### src/rtl/rtc_pkg.sv
// Shared types, register offsets and BCD helpers for the clock register file.
// Assumes packed BCD with two digits per byte.
package rtc_pkg;

    localparam int OFS_SEC  = 1;
    localparam int OFS_MIN  = 2;
    localparam int OFS_HR   = 3;
    localparam int OFS_DOW  = 4;
    localparam int OFS_DATE = 5;
    localparam int OFS_MON  = 6;
    localparam int OFS_YR   = 7;

    // Time state held in binary.
    typedef struct packed {
        logic       stop;
        logic       cent;
        logic [5:0] sec;
        logic [5:0] min;
        logic [4:0] hr;
        logic [2:0] dow;
        logic [4:0] date;
        logic [3:0] mon;
        logic [6:0] yr;
    } rtc_time_t;

    // Per-field load requests with the binary values to load.
    typedef struct packed {
        logic      ld_stop;
        logic      ld_cent;
        logic      ld_sec;
        logic      ld_min;
        logic      ld_hr;
        logic      ld_dow;
        logic      ld_date;
        logic      ld_mon;
        logic      ld_yr;
        rtc_time_t val;
    } rtc_load_t;

    function automatic logic digits_ok(input logic [7:0] b);
        return (b[3:0] <= 4'd9) && (b[7:4] <= 4'd9);
    endfunction

    function automatic logic [6:0] bcd_to_bin(input logic [7:0] b);
        return 7'(7'(b[7:4]) * 7'd10 + 7'(b[3:0]));
    endfunction

    function automatic logic [7:0] bin_to_bcd(input logic [6:0] v);
        return {4'(v / 7'd10), 4'(v % 7'd10)};
    endfunction

    function automatic logic [4:0] month_len(input logic [3:0] m, input logic leap);
        case (m)
            4'd2:                     return leap ? 5'd29 : 5'd28;
            4'd4, 4'd6, 4'd9, 4'd11:  return 5'd30;
            default:                  return 5'd31;
        endcase
    endfunction

endpackage

### src/rtl/rtc_wr_decode.sv
// Write decoder: masks the written byte per field, range-checks it and raises a
// load request for each accepted field. Stop and century flags load on every
// write to their register. Assumes one write per cycle.
module rtc_wr_decode
    import rtc_pkg::*;
#(
    parameter int ADDR_W = 4
) (
    input  logic              wr_en,
    input  logic [ADDR_W-1:0] wr_addr,
    input  logic [7:0]        wr_data,
    output rtc_load_t         ld
);

    logic [7:0] f_sec, f_hr, f_mon;
    logic [6:0] sec_b, hr_b, date_b, mon_b, yr_b;
    logic       ok_sec, ok_hr, ok_dow, ok_date, ok_mon, ok_yr;
    logic       hit_sec, hit_min, hit_hr, hit_dow, hit_date, hit_mon, hit_yr;

    // Field masking and conversion to binary.
    always_comb begin
        f_sec  = {1'b0, wr_data[6:0]};
        f_hr   = {2'b0, wr_data[5:0]};
        f_mon  = {3'b0, wr_data[4:0]};
        sec_b  = bcd_to_bin(f_sec);
        hr_b   = bcd_to_bin(f_hr);
        date_b = bcd_to_bin(f_hr);
        mon_b  = bcd_to_bin(f_mon);
        yr_b   = bcd_to_bin(wr_data);
    end

    // Range and digit checks per field (minutes share the seconds field shape).
    always_comb begin
        ok_sec  = digits_ok(f_sec) && (sec_b <= 7'd59);
        ok_hr   = digits_ok(f_hr) && (hr_b <= 7'd23);
        ok_dow  = (wr_data[2:0] != 3'd0);
        ok_date = digits_ok(f_hr) && (date_b >= 7'd1) && (date_b <= 7'd31);
        ok_mon  = digits_ok(f_mon) && (mon_b >= 7'd1) && (mon_b <= 7'd12);
        ok_yr   = digits_ok(wr_data);
    end

    // Offset decode.
    always_comb begin
        hit_sec  = wr_en && (wr_addr == ADDR_W'(OFS_SEC));
        hit_min  = wr_en && (wr_addr == ADDR_W'(OFS_MIN));
        hit_hr   = wr_en && (wr_addr == ADDR_W'(OFS_HR));
        hit_dow  = wr_en && (wr_addr == ADDR_W'(OFS_DOW));
        hit_date = wr_en && (wr_addr == ADDR_W'(OFS_DATE));
        hit_mon  = wr_en && (wr_addr == ADDR_W'(OFS_MON));
        hit_yr   = wr_en && (wr_addr == ADDR_W'(OFS_YR));
    end

    // Assemble the load request.
    always_comb begin
        ld          = '0;
        ld.val.stop = wr_data[7];
        ld.val.cent = wr_data[6];
        ld.val.sec  = 6'(sec_b);
        ld.val.min  = 6'(sec_b);
        ld.val.hr   = 5'(hr_b);
        ld.val.dow  = wr_data[2:0];
        ld.val.date = 5'(date_b);
        ld.val.mon  = 4'(mon_b);
        ld.val.yr   = yr_b;
        ld.ld_stop  = hit_sec;
        ld.ld_sec   = hit_sec && ok_sec;
        ld.ld_min   = hit_min && ok_sec;
        ld.ld_hr    = hit_hr && ok_hr;
        ld.ld_cent  = hit_dow;
        ld.ld_dow   = hit_dow && ok_dow;
        ld.ld_date  = hit_date && ok_date;
        ld.ld_mon   = hit_mon && ok_mon;
        ld.ld_yr    = hit_yr && ok_yr;
    end

endmodule

### src/rtl/rtc_time_core.sv
// Time core: holds the binary time state and advances it on each tick unless
// stopped, carrying up to the year. A load request overrides the advanced value
// of its own field only. Assumes tick_1hz is a one-cycle strobe.
module rtc_time_core
    import rtc_pkg::*;
#(
    parameter int YEAR_BASE = 1900
) (
    input  logic      clk,
    input  logic      rst_n,
    input  logic      tick_1hz,
    input  rtc_load_t ld,
    output rtc_time_t cur
);

    localparam logic [1:0] LEAP_PH = 2'(YEAR_BASE % 4);

    rtc_time_t  adv, nxt;
    logic       run, c_min, c_hr, c_day, c_mon, c_yr, leap, any_ld;
    logic [4:0] mlen;

    // Carry chain from the current state.
    always_comb begin
        leap  = (2'(cur.yr[1:0] + LEAP_PH) == 2'b00);
        mlen  = month_len(cur.mon, leap);
        run   = tick_1hz && !cur.stop;
        c_min = run && (cur.sec == 6'd59);
        c_hr  = c_min && (cur.min == 6'd59);
        c_day = c_hr && (cur.hr == 5'd23);
        c_mon = c_day && (cur.date >= mlen);
        c_yr  = c_mon && (cur.mon == 4'd12);
    end

    // Advanced state for this tick.
    always_comb begin
        adv = cur;
        if (run)   adv.sec = (cur.sec == 6'd59) ? 6'd0 : cur.sec + 6'd1;
        if (c_min) adv.min = (cur.min == 6'd59) ? 6'd0 : cur.min + 6'd1;
        if (c_hr)  adv.hr  = (cur.hr == 5'd23) ? 5'd0 : cur.hr + 5'd1;
        if (c_day) begin
            adv.dow  = (cur.dow == 3'd7) ? 3'd1 : cur.dow + 3'd1;
            adv.date = c_mon ? 5'd1 : cur.date + 5'd1;
        end
        if (c_mon) adv.mon = (cur.mon == 4'd12) ? 4'd1 : cur.mon + 4'd1;
        if (c_yr)  adv.yr  = (cur.yr == 7'd99) ? 7'd0 : cur.yr + 7'd1;
    end

    // Per-field choice between written value and advanced value.
    always_comb begin
        nxt.stop = ld.ld_stop ? ld.val.stop : adv.stop;
        nxt.cent = ld.ld_cent ? ld.val.cent : adv.cent;
        nxt.sec  = ld.ld_sec  ? ld.val.sec  : adv.sec;
        nxt.min  = ld.ld_min  ? ld.val.min  : adv.min;
        nxt.hr   = ld.ld_hr   ? ld.val.hr   : adv.hr;
        nxt.dow  = ld.ld_dow  ? ld.val.dow  : adv.dow;
        nxt.date = ld.ld_date ? ld.val.date : adv.date;
        nxt.mon  = ld.ld_mon  ? ld.val.mon  : adv.mon;
        nxt.yr   = ld.ld_yr   ? ld.val.yr   : adv.yr;
        any_ld   = ld.ld_stop | ld.ld_cent | ld.ld_sec | ld.ld_min | ld.ld_hr |
                   ld.ld_dow | ld.ld_date | ld.ld_mon | ld.ld_yr;
    end

    // State register with reset to 00:00:00, day 1, 01/01/00.
    always_ff @(posedge clk) begin
        if (!rst_n) begin
            cur      <= '0;
            cur.dow  <= 3'd1;
            cur.date <= 5'd1;
            cur.mon  <= 4'd1;
        end else begin
            cur <= nxt;
        end
    end


    frozen_hold_chk: assert property (@(posedge clk) disable iff (!rst_n)
        (cur.stop && !any_ld) |=> $stable(cur));


    sec_step_chk: assert property (@(posedge clk) disable iff (!rst_n)
        (tick_1hz && !cur.stop && !ld.ld_sec && cur.sec != 6'd59)
        |=> (cur.sec == $past(cur.sec) + 6'd1));


    date_range_chk: assert property (@(posedge clk) disable iff (!rst_n)
        1'b1 |-> (cur.date != 5'd0 && cur.mon != 4'd0 && cur.mon <= 4'd12));


    load_wins_chk: assert property (@(posedge clk) disable iff (!rst_n)
        ld.ld_min |=> (cur.min == $past(ld.val.min)));

endmodule

### src/rtl/rtc_rd_mux.sv
// Read mux: turns the binary state of the addressed register into BCD with the
// stored flags in place. Offsets outside the map read zero. Purely combinational.
module rtc_rd_mux
    import rtc_pkg::*;
#(
    parameter int ADDR_W = 4
) (
    input  logic [ADDR_W-1:0] rd_addr,
    input  rtc_time_t         cur,
    output logic [7:0]        rd_byte
);

    logic [7:0] sec_bcd;

    // Select and encode the addressed field.
    always_comb begin
        sec_bcd = bin_to_bcd(7'(cur.sec));
        case (rd_addr)
            ADDR_W'(OFS_SEC):  rd_byte = {cur.stop, sec_bcd[6:0]};
            ADDR_W'(OFS_MIN):  rd_byte = bin_to_bcd(7'(cur.min));
            ADDR_W'(OFS_HR):   rd_byte = bin_to_bcd(7'(cur.hr));
            ADDR_W'(OFS_DOW):  rd_byte = {1'b0, cur.cent, 3'b0, cur.dow};
            ADDR_W'(OFS_DATE): rd_byte = bin_to_bcd(7'(cur.date));
            ADDR_W'(OFS_MON):  rd_byte = bin_to_bcd(7'(cur.mon));
            ADDR_W'(OFS_YR):   rd_byte = bin_to_bcd(cur.yr);
            default:           rd_byte = 8'h00;
        endcase
    end

endmodule

### src/rtl/rtc_regfile.sv
// BCD real-time clock register file: a byte-wide register port over a ticking
// time core. Assumes one access per cycle and a one-cycle tick_1hz strobe.
module rtc_regfile
    import rtc_pkg::*;
#(
    parameter int ADDR_W    = 4,
    parameter int YEAR_BASE = 1900
) (
    input  logic              clk,
    input  logic              rst_n,
    input  logic              tick_1hz,
    input  logic [ADDR_W-1:0] reg_addr,
    input  logic              wr_en,
    input  logic [7:0]        wr_data,
    output logic [7:0]        rd_data
);

    rtc_load_t ld;
    rtc_time_t cur_time;

    rtc_wr_decode #(.ADDR_W(ADDR_W)) u_dec (
        .wr_en   (wr_en),
        .wr_addr (reg_addr),
        .wr_data (wr_data),
        .ld      (ld)
    );

    rtc_time_core #(.YEAR_BASE(YEAR_BASE)) u_core (
        .clk      (clk),
        .rst_n    (rst_n),
        .tick_1hz (tick_1hz),
        .ld       (ld),
        .cur      (cur_time)
    );

    rtc_rd_mux #(.ADDR_W(ADDR_W)) u_rd (
        .rd_addr (reg_addr),
        .cur     (cur_time),
        .rd_byte (rd_data)
    );


    stop_view_chk: assert property (@(posedge clk) disable iff (!rst_n)
        (reg_addr == ADDR_W'(OFS_SEC)) |-> (rd_data[7] == cur_time.stop));


    month_reject_chk: assert property (@(posedge clk) disable iff (!rst_n)
        (wr_en && reg_addr == ADDR_W'(OFS_MON) && wr_data[4:0] == 5'd0 && !tick_1hz)
        |=> $stable(cur_time.mon));


    unmapped_zero_chk: assert property (@(posedge clk) disable iff (!rst_n)
        (reg_addr == '0 || reg_addr > ADDR_W'(OFS_YR)) |-> (rd_data == 8'h00));

endmodule

### config.mk
export PLATFORM = sky130hd
export DESIGN_NAME = rtc_regfile
export DESIGN_NICKNAME = d
export VERILOG_FILES = /design/src/rtl/rtc_pkg.sv /design/src/rtl/rtc_wr_decode.sv /design/src/rtl/rtc_time_core.sv /design/src/rtl/rtc_rd_mux.sv /design/src/rtl/rtc_regfile.sv
export SDC_FILE = /design/constraint.sdc
export NUM_CORES = 1
export LEC_CHECK = 0
export BUFFER_PORTS_ARGS = -buffer_cell sky130_fd_sc_hd__clkbuf_2
export CAP_MARGIN = 15
export CORE_ASPECT_RATIO = 0.5
export CORE_MARGIN = 4
export CORE_UTILIZATION = 68
export CTS_CLUSTER_SIZE = 14
export DETAILED_ROUTE_END_ITERATION = 6
export GPL_TIMING_DRIVEN = 0
export PLACE_DENSITY_LB_ADDON = 0.25
export SYNTH_ARGS = -nofsm -noshare
export SYNTH_HDL_FRONTEND = slang
export SYNTH_SLANG_ARGS = --single-unit
### constraint.sdc
create_clock -name clk -period 5.5 [get_ports clk]
set_input_delay 0.275 -clock clk [delete_from_list [all_inputs] [get_ports clk]]
set_output_delay 0.275 -clock clk [all_outputs]
set_load 0.005 [all_outputs]
==> results.json <==
{
  "hold_depth": 2,
  "slew_headroom_pct": 44.5,
  "syn_nets": 630,
  "ios": 24,
  "fin_skew_ps": 6.42,
  "async_reset_ff_share_pct": 0,
  "period_share_pct": 88.9,
  "htree_levels": 2,
  "cts_tree": "built",
  "track_usage_pct": 34.3,
  "die_x_um": 120,
  "final_common_cell": "nor2_1",
  "core-area_mm2": 0.00575,
  "worst-setup-path-type": "flip-flop to output port",
  "synthToLayoutAreaGrowth_pct": 8.70,
  "cts_max_path_buffers": 2,
  "min_from": "rst_n",
  "vias": 4847,
  "cts.sinks": 38,
  "path_cells": "and3_1, o21ai_0, and2_1, clkbuf_1, nor2_1, a21oi_1, nor2_1, a211oi_1, ha_1, inv_1, a21o_1, o21ai_0, nand3_1, xnor2_1, inv_1, ha_1, inv_1, o32a_1, a22o_1, clkbuf_2",
  "start_kind": "flip-flop",
  "synth_cells": 581,
  "fin_nets": 660,
  "vdd.ir_drop.worst_uv": 167,
  "grt_pass1_wl_mm": 21.3,
  "place_congestion": 1.00,
  "p_leak_nw": 1.78,
  "wl_per_cell_um": 19.2,
  "top_regs": "u_core.cur: 38 flops",
  "finalSetupTns_ps": 0,
  "drc": 0,
  "setup_viol": 0,
  "dp_hpwl_mm": 10.1,
  "maxCapViolCount": 0,
  "worstSkewPairLatency_ps": 280,
  "ant_nets": 0,
  "antenna_found_initial": 0,
  "grt_overflow": 0,
  "final_cell_mix": "65 x nor2_1, 55 x nand2_1, 55 x o21ai_0",
  "drtIter0Drc": 661,
  "dr.pass1.iters": 6,
  "period_minus_slack_ps": 4890,
  "cts_root_buf": "clkbuf_16",
  "cts_resized": 0,
  "worstPathRequired_ps": 5220,
  "fillers": 433,
  "synth_compound_area_share_pct": 30.1,
  "reg2reg_depth": 14,
  "run_status": "complete, no violations",
  "largest_reg_flops": 38,
  "slew_violations": 0,
  "syn_area_per_cell_um2": 7.28,
  "portBuffers": 23,
  "synth.area.mux_share_pct": 2.90,
  "stdcell_count": 696,
  "r2r-start": "u_core.cur[7]",
  "hold_end": "u_core.cur[16]",
  "grt_max_degree": 12,
  "ys_seq_area_share_pct": 18.0,
  "netlist_area_mm2": 0.00423,
  "ys_ff_latch": 38,
  "p_per_area_mw_per_mm2": 168,
  "initial_core_util_pct": 73.5,
  "worst_slew_pin_slew_ps": 823,
  "total_power_mw": 0.772,
  "hp-class": "primary input to flip-flop",
  "synth_adder_area_share_pct": 10.6,
  "dp_cells": 688,
  "post_cts_buffers": 0,
  "synth-edff-count": 0,
  "hold_viol_final": 0,
  "rsz0062_at_grt": "false",
  "synthXorXnorAreaFrac_pct": 2.69,
  "hold_ws_ps": 255,
  "post_synth_and_or_nand_nor_area_fraction_pct": 30.1,
  "synth_top_family_by_area": "compound AO/OA/AOI/OAI gates",
  "critical-path-slowest-cell": "dfxtp_1",
  "reg2reg_slack_ps": 2290,
  "grt_pass1_vias": 4207,
  "wl_mm": 13.3,
  "synth_cell_types": 78,
  "drive_gt1_share_pct": 9.64,
  "critPathCaptureType": "output port",
  "regMostFlops": "u_core.cur",
  "clkTransAtPathRegs_ps": 60,
  "max_stage_delay_ps": 380,
  "place_ws_ps": 846,
  "diodes": 0,
  "cts_buffers": 5,
  "path_common_cell": "inv_1",
  "cts_hold_buffers": 0,
  "fin_ws_ps": 611,
  "die_height_um": 63.8,
  "max_freq_mhz": 205,
  "ys.flop_type": "dfxtp_1",
  "yosys_warnings": 0,
  "crit_fanout": 9,
  "num_rows": 19,
  "dieArea_mm2": 0.00762,
  "r2r-end": "u_core.cur[4]",
  "arrival_ps": 4610,
  "vias_per_cell": 6.96
}
==> cell type report <==
class / instances / area (µm²) / area share, %
Multi-Input combinational cell: 494 / 3230 / 70.3
Sequential cell: 38 / 761 / 16.5
Buffer: 27 / 154 / 3.35
Clock buffer: 7 / 143 / 3.10
Timing Repair Buffer: 23 / 115 / 2.50
Tap cell: 84 / 105 / 2.29
Inverter: 22 / 82.6 / 1.80
Clock inverter: 1 / 5.00 / 0.109
==> synth_stat cells, types with 3 or more instances <==
library cell | instances | area [µm²]
a22oi_1 | 5 | 37.5
xor2_1 | 7 | 61.3
dfxtp_1 | 38 | 761
mux2i_1 | 10 | 100
inv_1 | 22 | 82.6
o311a_1 | 3 | 30.0
and3_1 | 12 | 75.1
a21o_1 | 7 | 52.6
o21ai_1 | 3 | 15.0
buf_6 | 3 | 33.8
nor3b_1 | 4 | 30.0
a21oi_1 | 42 | 210
nand3b_1 | 7 | 52.6
o21ai_0 | 55 | 275
a31oi_1 | 4 | 25.0
buf_2 | 3 | 15.0
xnor2_1 | 6 | 52.6
nand3_1 | 29 | 145
nand2b_1 | 5 | 31.3
a211oi_1 | 19 | 143
a2111o_1 | 3 | 33.8
nand2_1 | 55 | 206
ha_1 | 31 | 388
a32oi_1 | 3 | 26.3
a311oi_1 | 4 | 35.0
o221ai_1 | 3 | 26.3
nor3_1 | 23 | 115
and2_1 | 4 | 25.0
clkbuf_1 | 16 | 60.1
nand4_1 | 5 | 31.3
buf_4 | 4 | 30.0
nand4bb_1 | 3 | 33.8
o311ai_1 | 3 | 26.3
nor2_1 | 65 | 244
o311ai_0 | 4 | 35.0
nor2b_1 | 14 | 87.6
==> critical path, delay by kind of cell (launching register included) <==
| kind | cells | cell delay (ps) |
|---|---|---|
| AOI/OAI and AO/OA | 7 | 1730 |
| buffers and inverters | 5 | 710 |
| and+or+nand+nor | 5 | 700 |
| adders and majority gates | 2 | 550 |
| DFF | 1 | 380 |
| xor gates and xnor gates | 1 | 250 |
==> through the flow <==
| stage | area (µm²) | util, % |
|---|---|---|
| after floorplan | 4230 | - |
| after global placement | 4450 | 77.4 |
| after global routing | 4600 | 79.9 |
| after detailed placement | 4450 | 77.4 |
| after CTS | 4600 | 79.9 |
| final | 4600 | 79.9 |
==> how the worst max path moves through the flow <==
stage	from	endpoint	slack, ps	depth (start not counted)
after global placement	reg_addr[2]	rd_data[2]	890	23
after detailed placement	reg_addr[2]	rd_data[2]	850	23
after CTS	u_core.cur[5]	rd_data[2]	750	20
after global routing	u_core.cur[5]	rd_data[2]	290	20
after floorplan	reg_addr[2]	rd_data[2]	1660	20
final	u_core.cur[5]	rd_data[2]	610	20
==> logic make-up (layout without fill, tap and decap cells) <==
kind of cell,Yosys count,in the layout
AND/OR/NAND/NOR,248,248
multiplexers,12,12
adder cells (fa/ha/maj),35,35
XOR/XNOR,13,13
AO/OA/AOI/OAI,186,186
buffers and inverters,49,80
flip-flops,38,38
==> power by group <==
part | internal [mW] | leakage [nW] | switching, mW | total [mW]
combinational | 0.0664 | 1.40 | 0.119 | 0.186
sequential | 0.280 | 0.307 | 0.00859 | 0.289
clock | 0.180 | 0.0739 | 0.117 | 0.297
==> per-layer routing <==
metal	up-vias	global-route usage, %	share of wire, %
li1	2219	-	-
met1	2236	50.6	44
met2	363	52.2	42
met3	29	6.52	12
met4	0	7.70	1.5
met5	-	0	0
(Power assumes the default switching activity.)
